## src/rtl/lpt_pkg.sv

```systemverilog
package lpt_pkg;

    typedef enum logic [1:0] {
        ST_OFF   = 2'd0,
        ST_ARMED = 2'd1,
        ST_RUN   = 2'd2
    } lpt_state_e;

    localparam logic [2:0] A_CTRL = 3'd0;
    localparam logic [2:0] A_CFG  = 3'd1;
    localparam logic [2:0] A_PER  = 3'd2;
    localparam logic [2:0] A_CMPA = 3'd3;
    localparam logic [2:0] A_CMPB = 3'd4;
    localparam logic [2:0] A_CHC  = 3'd5;
    localparam logic [2:0] A_STAT = 3'd6;
    localparam logic [2:0] A_CLR  = 3'd7;

endpackage

```

## src/rtl/lpt_counter.sv

```systemverilog
module lpt_counter #(
    parameter int CNT_W = 16,
    parameter int PSC_W = 3,
    parameter int NCH   = 2
) (
    input  logic                       clk,
    input  logic                       rst_n,
    input  logic                       run_i,
    input  logic                       load_i,
    input  logic [PSC_W-1:0]           psc_i,
    input  logic [CNT_W-1:0]           lim_sh_i,
    input  logic [NCH-1:0][CNT_W-1:0]  cmp_sh_i,
    output logic [CNT_W-1:0]           cnt_o,
    output logic [NCH-1:0][CNT_W-1:0]  cmp_act_o
);
    localparam int RATIO_W = 1 << PSC_W;
    localparam int PRE_W   = RATIO_W - 1;

    logic [RATIO_W-1:0]          ratio;
    logic [PRE_W-1:0]            pre_lim;
    logic [PRE_W-1:0]            pre_q;
    logic [CNT_W-1:0]            cnt_q;
    logic [CNT_W-1:0]            lim_act_q;
    logic [NCH-1:0][CNT_W-1:0]   cmp_act_q;

    always_comb begin
        ratio   = RATIO_W'(1) << psc_i;
        pre_lim = PRE_W'(ratio - RATIO_W'(1));
    end

    always_ff @(posedge clk or negedge rst_n) begin
        if (!rst_n) begin
            pre_q     <= '0;
            cnt_q     <= '0;
            lim_act_q <= '0;
            cmp_act_q <= '0;
        end else if (!run_i || load_i) begin
            pre_q <= '0;
            cnt_q <= '0;
            if (load_i) begin
                lim_act_q <= lim_sh_i;
                cmp_act_q <= cmp_sh_i;
            end
        end else if (pre_q == pre_lim) begin
            pre_q <= '0;
            if (cnt_q == lim_act_q) begin
                cnt_q     <= '0;
                lim_act_q <= lim_sh_i;
                cmp_act_q <= cmp_sh_i;
            end else begin
                cnt_q <= cnt_q + CNT_W'(1);
            end
        end else begin
            pre_q <= pre_q + PRE_W'(1);
        end
    end

    assign cnt_o     = cnt_q;
    assign cmp_act_o = cmp_act_q;
endmodule

```

## src/rtl/lpt_okflag.sv

```systemverilog
module lpt_okflag #(
    parameter int DLY_W = 8
) (
    input  logic             clk,
    input  logic             rst_n,
    input  logic             arm_i,
    input  logic [DLY_W-1:0] dly_i,
    input  logic             clr_i,
    output logic             flag_o
);
    logic [DLY_W-1:0] dly_q;
    logic             flag_q;

    always_ff @(posedge clk or negedge rst_n) begin
        if (!rst_n) begin
            dly_q  <= '0;
            flag_q <= 1'b0;
        end else begin
            if (arm_i) begin
                dly_q <= dly_i;
            end else if (dly_q != '0) begin
                dly_q <= dly_q - DLY_W'(1);
            end
            if (dly_q == DLY_W'(1)) begin
                flag_q <= 1'b1;
            end else if (clr_i) begin
                flag_q <= 1'b0;
            end
        end
    end

    assign flag_o = flag_q;
endmodule

```

## src/rtl/lpt_chan.sv

```systemverilog
module lpt_chan #(
    parameter int CNT_W = 16
) (
    input  logic             run_i,
    input  logic             en_i,
    input  logic             pol_i,
    input  logic [CNT_W-1:0] cnt_i,
    input  logic [CNT_W-1:0] cmp_i,
    output logic             pwm_o
);
    logic active;

    always_comb begin
        active = run_i && en_i && (cnt_i > cmp_i);
        pwm_o  = active ^ pol_i;
    end
endmodule

```

## src/rtl/lpt_timer.sv

```systemverilog
module lpt_timer
    import lpt_pkg::*;
#(
    parameter int CNT_W  = 16,
    parameter int PSC_W  = 3,
    parameter bit TWO_CH = 1'b1
) (
    input  logic             clk,
    input  logic             rst_n,
    input  logic             bus_we,
    input  logic [2:0]       bus_addr,
    input  logic [CNT_W-1:0] bus_wdata,
    output logic [CNT_W-1:0] bus_rdata,
    output logic [1:0]       pwm_o
);
    localparam int NCH     = 2;
    localparam int NFLAG   = 3;
    localparam int RATIO_W = 1 << PSC_W;
    localparam int LOCK_W  = RATIO_W + 2;

    lpt_state_e                 state_q, state_d;
    logic                       t_start;
    logic                       is_on, is_run, cnt_run;

    logic [PSC_W-1:0]           psc_q;
    logic                       gpol_q;
    logic [CNT_W-1:0]           arr_sh_q;
    logic [NCH-1:0][CNT_W-1:0]  cmp_sh_q;
    logic [NCH-1:0]             chen_q, pol_q;
    logic [NCH-1:0]             chen_eff, pol_eff;
    logic [LOCK_W-1:0]          lock_q;

    logic wr_ctrl, wr_cfg, wr_per, wr_cmpa, wr_cmpb, wr_chc, wr_clr;
    logic cfg_ok, arr_ok, chc_ok;
    logic [NCH-1:0]             cmp_ok;
    logic [NFLAG-1:0]           ok_arm, flags;

    logic [RATIO_W-1:0]         ratio;
    logic [LOCK_W-1:0]          lock_load;

    logic [CNT_W-1:0]           cnt;
    logic [NCH-1:0][CNT_W-1:0]  cmp_act;

    // ---------------- bus decode ----------------
    always_comb begin
        wr_ctrl = bus_we && (bus_addr == A_CTRL);
        wr_cfg  = bus_we && (bus_addr == A_CFG);
        wr_per  = bus_we && (bus_addr == A_PER);
        wr_cmpa = bus_we && (bus_addr == A_CMPA);
        wr_cmpb = bus_we && (bus_addr == A_CMPB);
        wr_chc  = bus_we && (bus_addr == A_CHC);
        wr_clr  = bus_we && (bus_addr == A_CLR);
    end

    // ---------------- state register ----------------
    always_ff @(posedge clk or negedge rst_n) begin
        if (!rst_n) begin
            state_q <= ST_OFF;
        end else begin
            state_q <= state_d;
        end
    end

    // ---------------- next state ----------------
    always_comb begin
        state_d = state_q;
        t_start = 1'b0;
        if (wr_ctrl) begin
            unique case (state_q)
                ST_OFF: begin
                    if (bus_wdata[0]) state_d = ST_ARMED;
                end
                ST_ARMED: begin
                    if (!bus_wdata[0]) begin
                        state_d = ST_OFF;
                    end else if (bus_wdata[1]) begin
                        state_d = ST_RUN;
                        t_start = 1'b1;
                    end
                end
                ST_RUN: begin
                    if (!bus_wdata[0]) state_d = ST_OFF;
                end
                default: state_d = ST_OFF;
            endcase
        end
    end

    // ---------------- state outputs ----------------
    always_comb begin
        is_on   = (state_q != ST_OFF);
        is_run  = (state_q == ST_RUN);
        cnt_run = (state_d == ST_RUN);
    end

    // ---------------- write gating ----------------
    always_comb begin
        ratio     = RATIO_W'(1) << psc_q;
        lock_load = LOCK_W'({ratio, 1'b0}) + LOCK_W'(ratio);
        cfg_ok    = wr_cfg && !is_on;
        arr_ok    = wr_per && is_on;
        cmp_ok[0] = wr_cmpa && is_on;
        cmp_ok[1] = wr_cmpb && is_on;
        chc_ok    = TWO_CH && wr_chc && (lock_q <= LOCK_W'(1));
        ok_arm    = {cmp_ok[1], cmp_ok[0], arr_ok};
    end

    // ---------------- register file ----------------
    always_ff @(posedge clk or negedge rst_n) begin
        if (!rst_n) begin
            psc_q    <= '0;
            gpol_q   <= 1'b0;
            arr_sh_q <= '0;
            cmp_sh_q <= '0;
            chen_q   <= '0;
            pol_q    <= '0;
            lock_q   <= '0;
        end else begin
            if (cfg_ok) begin
                psc_q  <= bus_wdata[PSC_W-1:0];
                gpol_q <= bus_wdata[PSC_W];
            end
            if (arr_ok) arr_sh_q <= bus_wdata;
            for (int c = 0; c < NCH; c++) begin
                if (cmp_ok[c]) cmp_sh_q[c] <= bus_wdata;
            end
            if (chc_ok) begin
                for (int c = 0; c < NCH; c++) begin
                    chen_q[c] <= bus_wdata[2*c];
                    if (!chen_q[c]) pol_q[c] <= bus_wdata[2*c+1];
                end
                lock_q <= lock_load;
            end else if (lock_q != '0) begin
                lock_q <= lock_q - LOCK_W'(1);
            end
        end
    end

    // ---------------- variant select ----------------
    generate
        if (TWO_CH) begin : g_dual
            assign chen_eff = chen_q;
            assign pol_eff  = pol_q;
        end else begin : g_single
            assign chen_eff = 2'b01;
            assign pol_eff  = {1'b0, gpol_q};
        end
    endgenerate

    // ---------------- counter ----------------
    lpt_counter #(
        .CNT_W (CNT_W),
        .PSC_W (PSC_W),
        .NCH   (NCH)
    ) u_cnt (
        .clk       (clk),
        .rst_n     (rst_n),
        .run_i     (cnt_run),
        .load_i    (t_start),
        .psc_i     (psc_q),
        .lim_sh_i  (arr_sh_q),
        .cmp_sh_i  (cmp_sh_q),
        .cnt_o     (cnt),
        .cmp_act_o (cmp_act)
    );

    // ---------------- completion flags ----------------
    generate
        for (genvar k = 0; k < NFLAG; k++) begin : g_ok
            lpt_okflag #(.DLY_W(RATIO_W)) u_ok (
                .clk    (clk),
                .rst_n  (rst_n),
                .arm_i  (ok_arm[k]),
                .dly_i  (ratio),
                .clr_i  (wr_clr && bus_wdata[k]),
                .flag_o (flags[k])
            );
        end
    endgenerate

    // ---------------- outputs ----------------
    generate
        for (genvar c = 0; c < NCH; c++) begin : g_ch
            lpt_chan #(.CNT_W(CNT_W)) u_ch (
                .run_i (is_run),
                .en_i  (chen_eff[c]),
                .pol_i (pol_eff[c]),
                .cnt_i (cnt),
                .cmp_i (cmp_act[c]),
                .pwm_o (pwm_o[c])
            );
        end
    endgenerate

    // ---------------- readback ----------------
    always_comb begin
        bus_rdata = '0;
        unique case (bus_addr)
            A_CTRL: bus_rdata = CNT_W'({is_run, is_on});
            A_CFG:  bus_rdata = CNT_W'({gpol_q, psc_q});
            A_PER:  bus_rdata = arr_sh_q;
            A_CMPA: bus_rdata = cmp_sh_q[0];
            A_CMPB: bus_rdata = cmp_sh_q[1];
            A_CHC:  bus_rdata = CNT_W'({pol_q[1], chen_q[1], pol_q[0], chen_q[0]});
            A_STAT: bus_rdata = CNT_W'(flags);
            default: bus_rdata = '0;
        endcase
    end
endmodule

```

## config.mk

```make
export PLATFORM = sky130hd
export DESIGN_NAME = lpt_timer
export DESIGN_NICKNAME = d
export VERILOG_FILES = /design/src/rtl/lpt_pkg.sv /design/src/rtl/lpt_counter.sv /design/src/rtl/lpt_okflag.sv /design/src/rtl/lpt_chan.sv /design/src/rtl/lpt_timer.sv
export SDC_FILE = /design/constraint.sdc
export NUM_CORES = 1
export LEC_CHECK = 0
export BUFFER_PORTS_ARGS = -buffer_cell sky130_fd_sc_hd__buf_2
export CORE_ASPECT_RATIO = 1.1
export CORE_MARGIN = 3
export CORE_UTILIZATION = 55
export CTS_CLUSTER_SIZE = 30
export DETAILED_ROUTE_END_ITERATION = 8
export PLACE_DENSITY_LB_ADDON = 0.08
export SLEW_MARGIN = 20
export SYNTH_ARGS = -nofsm -noshare
export SYNTH_HDL_FRONTEND = slang
export SYNTH_HIERARCHICAL = 1
export SYNTH_SLANG_ARGS = --single-unit
```

## constraint.sdc

```tcl
create_clock -name clk -period 4.2 [get_ports clk]
set_clock_uncertainty 0.1 [all_clocks]
set_input_delay 0.42 -clock clk [delete_from_list [all_inputs] [get_ports clk]]
set_output_delay 0.42 -clock clk [all_outputs]
set_load 0.02 [all_outputs]
```

==> flow_summary.json, run 1 <==
{
  "vias": 7144,
  "tritoncts": "done",
  "fin_crit_sh_pct": 81.0,
  "grt_pass1_wl_mm": 37.1,
  "worstSetupEndpointType": "output pin",
  "area_delta_synth_final_pct": 10.6,
  "ys_types": 76,
  "synth-seq-cells": 166,
  "clk_pin_slew_ns": 0.07,
  "final_nets": 1009,
  "ff2ff_setup_slack_ns": 1.22,
  "route.detailed.drc": 0,
  "start_kind": "flop",
  "antenna_found_initial": 0,
  "switching_share_pct": 34.9,
  "dr.pass1.iters": 5,
  "power.net_switching_mw": 2.02,
  "start_util_pct": 56.2,
  "cts-root-buf": "clkbuf_16",
  "finalMaxSlewViolations": 0,
  "htreeDepth": 4,
  "wl_mm": 22.6,
  "diodes": 0,
  "synth_flop_cell": "dfrtp_1",
  "fmax_mhz": 294,
  "clock_latency_ns": 0.42,
  "final_common_cell": "dfrtp_1",
  "ios": 40,
  "min_path_type": "input port to flop",
  "syn-cell-area_um2": 9590,
  "ir_drop_mv": 0.309,
  "detail-route-antenna-nets": 0,
  "met2_usage_pct": 38.7,
  "grt_pass1_vias": 7118,
  "cts_buffer_depth": 2,
  "fin_setup_tns_ns": 0,
  "port_buffers": 39,
  "ys_warn_count": 6,
  "die-area_um2": 19100,
  "hold_viol_final": 0,
  "yosysSeqAreaShare_pct": 43.3,
  "core_area_um2": 17100,
  "overflow": 0,
  "seqPwrFrac_pct": 42.8,
  "busiest_layer": "met2",
  "path_class": "flop to output pin",
  "drt_iter0_markers": 379,
  "num_rows": 50,
  "synth_edf_count": 0,
  "gp_congestion": 0.962,
  "drive_above_1_share_pct": 19.3,
  "final_cell_mix": "dfrtp_1, inv_1, mux2_2",
  "grt_max_degree": 80,
  "die_height_um": 145,
  "final_util_pct": 62.1,
  "wl_per_cell_um": 19.1,
  "cap_violations": 0,
  "tightest_slew_ns": 0.972,
  "syn_inst": 898,
  "grt.met1_usage_pct": 33.8,
  "synth_nets": 973,
  "status": "finished, final reports clean",
  "cts_resized": 0,
  "intPower_mw": 3.77,
  "cts_setup_buffers": 0,
  "dp.cells": 1148,
  "chipWidth_um": 132,
  "path_max_fanout": 6,
  "power.leakage_nw": 4.75,
  "dpl.hpwl_mm": 16.6,
  "required_ns": 3.68,
  "min_period_ns": 3.40,
  "grt_use_met3_pct": 5.78,
  "critPathArrivalTime_ns": 2.88,
  "power.share.clock_pct": 28.2,
  "setup_viol": 0,
  "combPwrFrac_pct": 29.0,
  "track_usage_pct": 24.5,
  "via_per_inst": 6.05,
  "syn_avg_cell_area_um2": 10.7,
  "slew_headroom_pct": 34.7,
  "powerDensity_nw_per_um2": 546,
  "layout.cells.non_filler": 1181,
  "cts_buffers": 17,
  "clock-sinks": 166,
  "async_reset_ff_share_pct": 100,
  "rsz0062_at_grt": "false"
}
[area by class of cell]
| class | count | area (µm²) |
|---|---|---|
| Fill cell | 1383 | 6470 |
| Multi-Input combinational cell | 634 | 5010 |
| Sequential cell | 166 | 4150 |
| Clock buffer | 17 | 425 |
| Timing Repair Buffer | 52 | 302 |
| Tap cell | 234 | 293 |
| Inverter | 63 | 236 |
| Clock inverter | 15 | 190 |
[routing by layer]
layer  up-vias  wire length [µm]
met5         -                 0
met4         0               461
met3        32              1210
met2       193             10500
met1      3589             10400
li1       3330                 -
[synthesized netlist by cell type, drive strengths merged (8+ instances only)]
library cell	instances	area, µm²
dfrtp	166	4150
mux2	105	1180
inv	63	236
nand2	59	226
ha	52	651
nor2	46	178
o21ai	41	205
a21oi	35	175
xnor2	33	289
nor3	28	151
buf	21	156
o31ai	18	135
mux2i	17	170
nor2b	17	106
clkbuf	14	56.3
nor4	13	109
or4	13	109
nand3	12	65.1
a211oi	10	80.1
a22o	10	87.6
nand4	10	75.1
xor2	9	78.8
a221oi	8	70.1
[through the flow]
| step | setup slack (ns) | area [µm²] | power, mW | hold slack [ns] |
|---|---|---|---|---|
| 3_5_place_dp | 0.744 | 9980 | 4.17 | 0.382 |
| 2_1_floorplan | 1.32 | 9590 | 3.64 | 0.0244 |
| 5_1_grt | 0.714 | 10600 | 6.18 | 0.145 |
| 3_3_place_gp | 0.940 | 9980 | 4.07 | 0.379 |
| 4_1_cts | 0.822 | 10600 | 5.82 | 0.139 |
| 6_report | 0.799 | 10600 | 5.80 | 0.156 |
[worst paths after layout]
path                                             endpoint  cells past startpoint                           start
max reg2reg                   u_cnt/cnt_o[14]$_DFFE_PN0P_                      8            state_q[1]$_DFF_PN0_
min                              cmp_sh_q[10]$_DFFE_PN0P_                      2                   bus_wdata[10]
max                                              pwm_o[0]                      6     u_cnt/cnt_o[13]$_DFFE_PN0P_
min in group asynchronous           lock_q[5]$_DFFE_PN0P_                      2                           rst_n
max in group asynchronous        arr_sh_q[15]$_DFFE_PN0P_                      3                           rst_n
min reg2reg                u_cnt/cmp_act_o[4]$_DFFE_PN0P_                      1  u_cnt/cmp_act_o[4]$_DFFE_PN0P_
[cells by family (layout without fill, tap and decap cells)]
logic type | Yosys count | in the layout | share of synthesized area [%]
AO/OA/AOI/OAI | 171 | 171 | 12.5
adder cells (fa/ha/maj) | 53 | 53 | 6.99
XOR/XNOR | 42 | 42 | 3.83
AND/OR/NAND/NOR | 245 | 245 | 14.4
buffers and inverters | 98 | 147 | 4.68
multiplexers | 123 | 123 | 14.3
flip-flops | 166 | 166 | 43.3
[critical path: stages (launching register included)]
cell and delay, ns:
dfrtp_1 0.48, ha_1 0.38, nand4_2 0.17, a2111oi_0 0.71, nor4_1 0.12, or3b_1 0.42
buf_2 0.18
[flip-flops by register name, indices dropped and copies added, names as in the netlist]
signal	flops
arr_sh_q	16
chen_eff	2
cmp_sh_q	32
g_ok.u_ok/dly_q	24
g_ok.u_ok/flag_o	3
gpol_q	1
lock_q	10
pol_eff	2
psc_q	3
state_q	2
u_cnt/cmp_act_o	32
u_cnt/cnt_o	16
u_cnt/lim_act_q	16
u_cnt/pre_q	7
[power groups by stage]
| stage | Clock (mW) | Combinational (mW) | Sequential, mW |
|---|---|---|---|
| 6_report | 1.64 | 1.68 | 2.48 |
| 5_1_grt | 1.75 | 1.87 | 2.56 |
| 4_1_cts | 1.67 | 1.68 | 2.48 |
| 3_5_place_dp | 0 | 1.67 | 2.50 |
| 3_3_place_gp | 0 | 1.59 | 2.47 |
| 2_1_floorplan | 0 | 1.34 | 2.30 |
[timing repair]
action	in CTS	in global routing
hold endpoints to repair	76	0
endpoints found under the setup margin	0	0
hold buffers	1	0
No activity file was read; power rests on OpenSTA's default activity.
==> inputs of run 2 (changes only) <==
--- a/config.mk
+++ b/config.mk
@@ -5,6 +5,7 @@
 export SDC_FILE = /design/constraint.sdc
 export NUM_CORES = 1
 export LEC_CHECK = 0
+export ABC_AREA = 1
 export BUFFER_PORTS_ARGS = -buffer_cell sky130_fd_sc_hd__buf_2
 export CORE_ASPECT_RATIO = 1.1
 export CORE_MARGIN = 3
==> constraint.sdc (replaced) <==
create_clock -name clk -period 3.15 [get_ports clk]
set_clock_uncertainty 0.1 [all_clocks]
set_input_delay 0.315 -clock clk [delete_from_list [all_inputs] [get_ports clk]]
set_output_delay 0.315 -clock clk [all_outputs]
set_load 0.02 [all_outputs]
==> run 2 against run 1 <==
Against the previous run: hold slack worse by 0.080 ns; critical path type unchanged; global-route usage up 1.2 points; non-clock buffer count down 1; die area up 8.5%; final area up 7.0%; wire length up 12%; final cell count up 42%; synthesized cell count up 55%; register-to-register slack worse by 0.44 ns; via count up 24%; sequential power up 36%.
==> flow_summary.json, run 2 <==
{
  "diodes": 0,
  "final_nets": 1495,
  "grt_max_degree": 72,
  "fin_crit_sh_pct": 86.7,
  "min_to": "cmp_sh_q[14]$_DFFE_PN0P_",
  "finalMaxSlewViolations": 0,
  "dp.cells": 1643,
  "cts_resized": 0,
  "required_ns": 2.73,
  "syn_inst": 1391,
  "synth_most_common_cell": "nand2_1",
  "layout.cells.non_filler": 1676,
  "drt_iter0_markers": 501,
  "path_common_cell": "nand2_1",
  "ios": 40,
  "synth_top_area_share_pct": 39.7,
  "cts_setup_buffers": 0,
  "tightest_slew_ns": 0.698,
  "whs_path_depth": 3,
  "status": "finished, final reports clean",
  "die_height_um": 151,
  "path_max_fanout": 9,
  "slew_headroom_pct": 53.4,
  "ir_drop_mv": 0.623,
  "yosysTopAreaCell": "dfrtp_1",
  "start_kind": "flop",
  "rr_worst_depth": 10,
  "synth_edf_count": 0,
  "clock_latency_ns": 0.43,
  "tritoncts": "done",
  "min_period_ns": 2.73,
  "chipWidth_um": 137,
  "ys_warn_count": 6,
  "cts_buffer_depth": 2,
  "via_per_inst": 5.28,
  "ys_types": 43,
  "ctsHoldBuffers": 1,
  "start_util_pct": 56.4,
  "synthTopCellsByCount": "nand2_1, inv_1, dfrtp_1, nand3_1, nor2_1",
  "num_rows": 52,
  "dr.pass1.iters": 5,
  "path_class": "flop to output pin",
  "wl_per_cell_um": 15.1,
  "cts-root-buf": "clkbuf_16",
  "route.detailed.drc": 0,
  "ff2ff_setup_slack_ns": 0.78,
  "powerDensity_nw_per_um2": 767,
  "cp_top_family": "simple AND/OR/NAND/NOR gates",
  "grt_pass1_vias": 8088,
  "max_stage_delay_ns": 0.59,
  "yosysSeqAreaShare_pct": 39.7,
  "hold_start": "bus_wdata[14]",
  "vias": 8854,
  "area_delta_synth_final_pct": 8.59,
  "antenna_found_initial": 0,
  "min_path_type": "input port to flop",
  "clk_pin_slew_ns": 0.07,
  "setup_viol": 0,
  "critPathArrivalTime_ns": 2.31,
  "nFillCells": 1776,
  "core_area_um2": 18500,
  "cp_num_buf_inv": 1,
  "die-area_um2": 20700,
  "fin_setup_tns_ns": 0,
  "dpl.hpwl_mm": 18.2,
  "crit-reg2reg-capture": "u_cnt/lim_act_q[14]$_DFFE_PN0P_",
  "final_common_cell": "nand2_1",
  "final_cell_mix": "nand2_1, inv_1, dfrtp_1",
  "wl_mm": 25.3,
  "syn-cell-area_um2": 10500,
  "synth_area_leaders": "dfrtp_1, nand2_1, ha_1, nand3_1, inv_1",
  "timing.rr.start": "psc_q[2]$_DFFE_PN0P_",
  "overflow": 0,
  "rsz0062_at_grt": "false",
  "power.leakage_nw": 6.14,
  "clock-sinks": 166,
  "grt_pass1_wl_mm": 41.7,
  "track_usage_pct": 25.7,
  "fmax_mhz": 366,
  "path_cells": "ha_1 -> a21oi_1 -> nor2_1 -> nor2_1 -> nand2_1 -> nand2_1 -> nand2_1 -> nand2_1 -> nand2_1 -> nand2_1 -> buf_2",
  "crit_slowest_cell": "dfrtp_1",
  "cap_violations": 0,
  "async_reset_ff_share_pct": 100,
  "synth_flop_cell": "dfrtp_1",
  "cts_buffers": 17,
  "synth-seq-cells": 166,
  "worstSetupEndpointType": "output pin",
  "port_buffers": 39,
  "hold_viol_final": 0,
  "syn_avg_cell_area_um2": 7.51,
  "detail-route-antenna-nets": 0,
  "htreeDepth": 4,
  "synth_nets": 1466,
  "drive_above_1_share_pct": 14.1,
  "gp_congestion": 0.904
}
run 2: cell types whose count changed in the layout (fill, tap and decap cells not counted), sizes merged, moves of 30 or more:
cell and delta:
o21ai +49, nand3 +126, nand2 +398, mux2 -105, xnor2 -30, nor2 +103, inv +119
run 2: power breakdown:
part / switching [mW] / total (mW) / internal [mW]
Clock: 0.913 / 2.11 / 1.20
Combinational: 2.11 / 3.21 / 1.11
Sequential: 0.635 / 3.38 / 2.75
run 2: worst register-to-register path: stages (launching register included):
cell and delay, ns:
dfrtp_1 0.69, nand2_2 0.14, or2_0 0.23, nand3_1 0.07, nor2_1 0.05, nand3_1 0.14
nand2_2 0.13, nand2_2 0.09, buf_4 0.42, nand2_1 0.15, nand2_1 0.10
run 2: routing by layer:
layer,vias to the layer above,wire length [µm],GRT usage [%]
met2,168,11500,39.3
met1,4199,12500,38.1
met3,32,893,4.14
met4,0,407,6.59
li1,4455,-,-
met5,-,0,0
run 2: how the worst max path moves through the flow:
stage,cells past startpoint,from,end,slack (ns)
finish,11,u_cnt/cnt_o[5]$_DFFE_PN0P_,pwm_o[0],0.42
global route,11,u_cnt/cnt_o[5]$_DFFE_PN0P_,pwm_o[0],0.22
CTS,11,u_cnt/cnt_o[5]$_DFFE_PN0P_,pwm_o[0],0.39
detailed placement,15,bus_addr[1],u_cnt/lim_act_q[13]$_DFFE_PN0P_,0.67
global placement,15,bus_addr[1],u_cnt/lim_act_q[1]$_DFFE_PN0P_,0.79
floorplan,10,psc_q[1]$_DFFE_PN0P_,lock_q[4]$_DFFE_PN0P_,0.98
run 2: cell type report:
class | instances | area, µm² | area share [%]
Multi-Input combinational cell | 999 | 5270 | 46.4
Sequential cell | 166 | 4150 | 36.6
Inverter | 185 | 707 | 6.23
Clock buffer | 19 | 443 | 3.90
Timing Repair Buffer | 51 | 332 | 2.92
Tap cell | 243 | 304 | 2.68
Clock inverter | 13 | 143 | 1.26
run 2: cells by family (layout without fill, tap and decap cells):
kind of cell | after synthesis | after routing | synth area share, %
AO/OA/AOI/OAI | 154 | 154 | 9.29
XOR/XNOR | 23 | 23 | 1.93
adder cells (fa/ha/maj) | 53 | 53 | 6.42
buffers and inverters | 226 | 268 | 9.85
flip-flops | 166 | 166 | 39.7
AND/OR/NAND/NOR | 769 | 769 | 32.8
run 2: stage by stage:
stage / cell area [µm²] / util, % / hold WS (ns) / setup WS [ns] / total power, mW
after floorplan: 10500 / - / -0.0806 / 0.978 / 5.84
after global placement: 10800 / 58.0 / 0.176 / 0.791 / 6.53
after detailed placement: 10800 / 58.0 / 0.182 / 0.666 / 6.60
after CTS: 11400 / 61.2 / 0.0654 / 0.392 / 8.74
after global routing: 11400 / 61.2 / 0.0667 / 0.224 / 9.39
final: 11400 / 61.2 / 0.0759 / 0.420 / 8.71
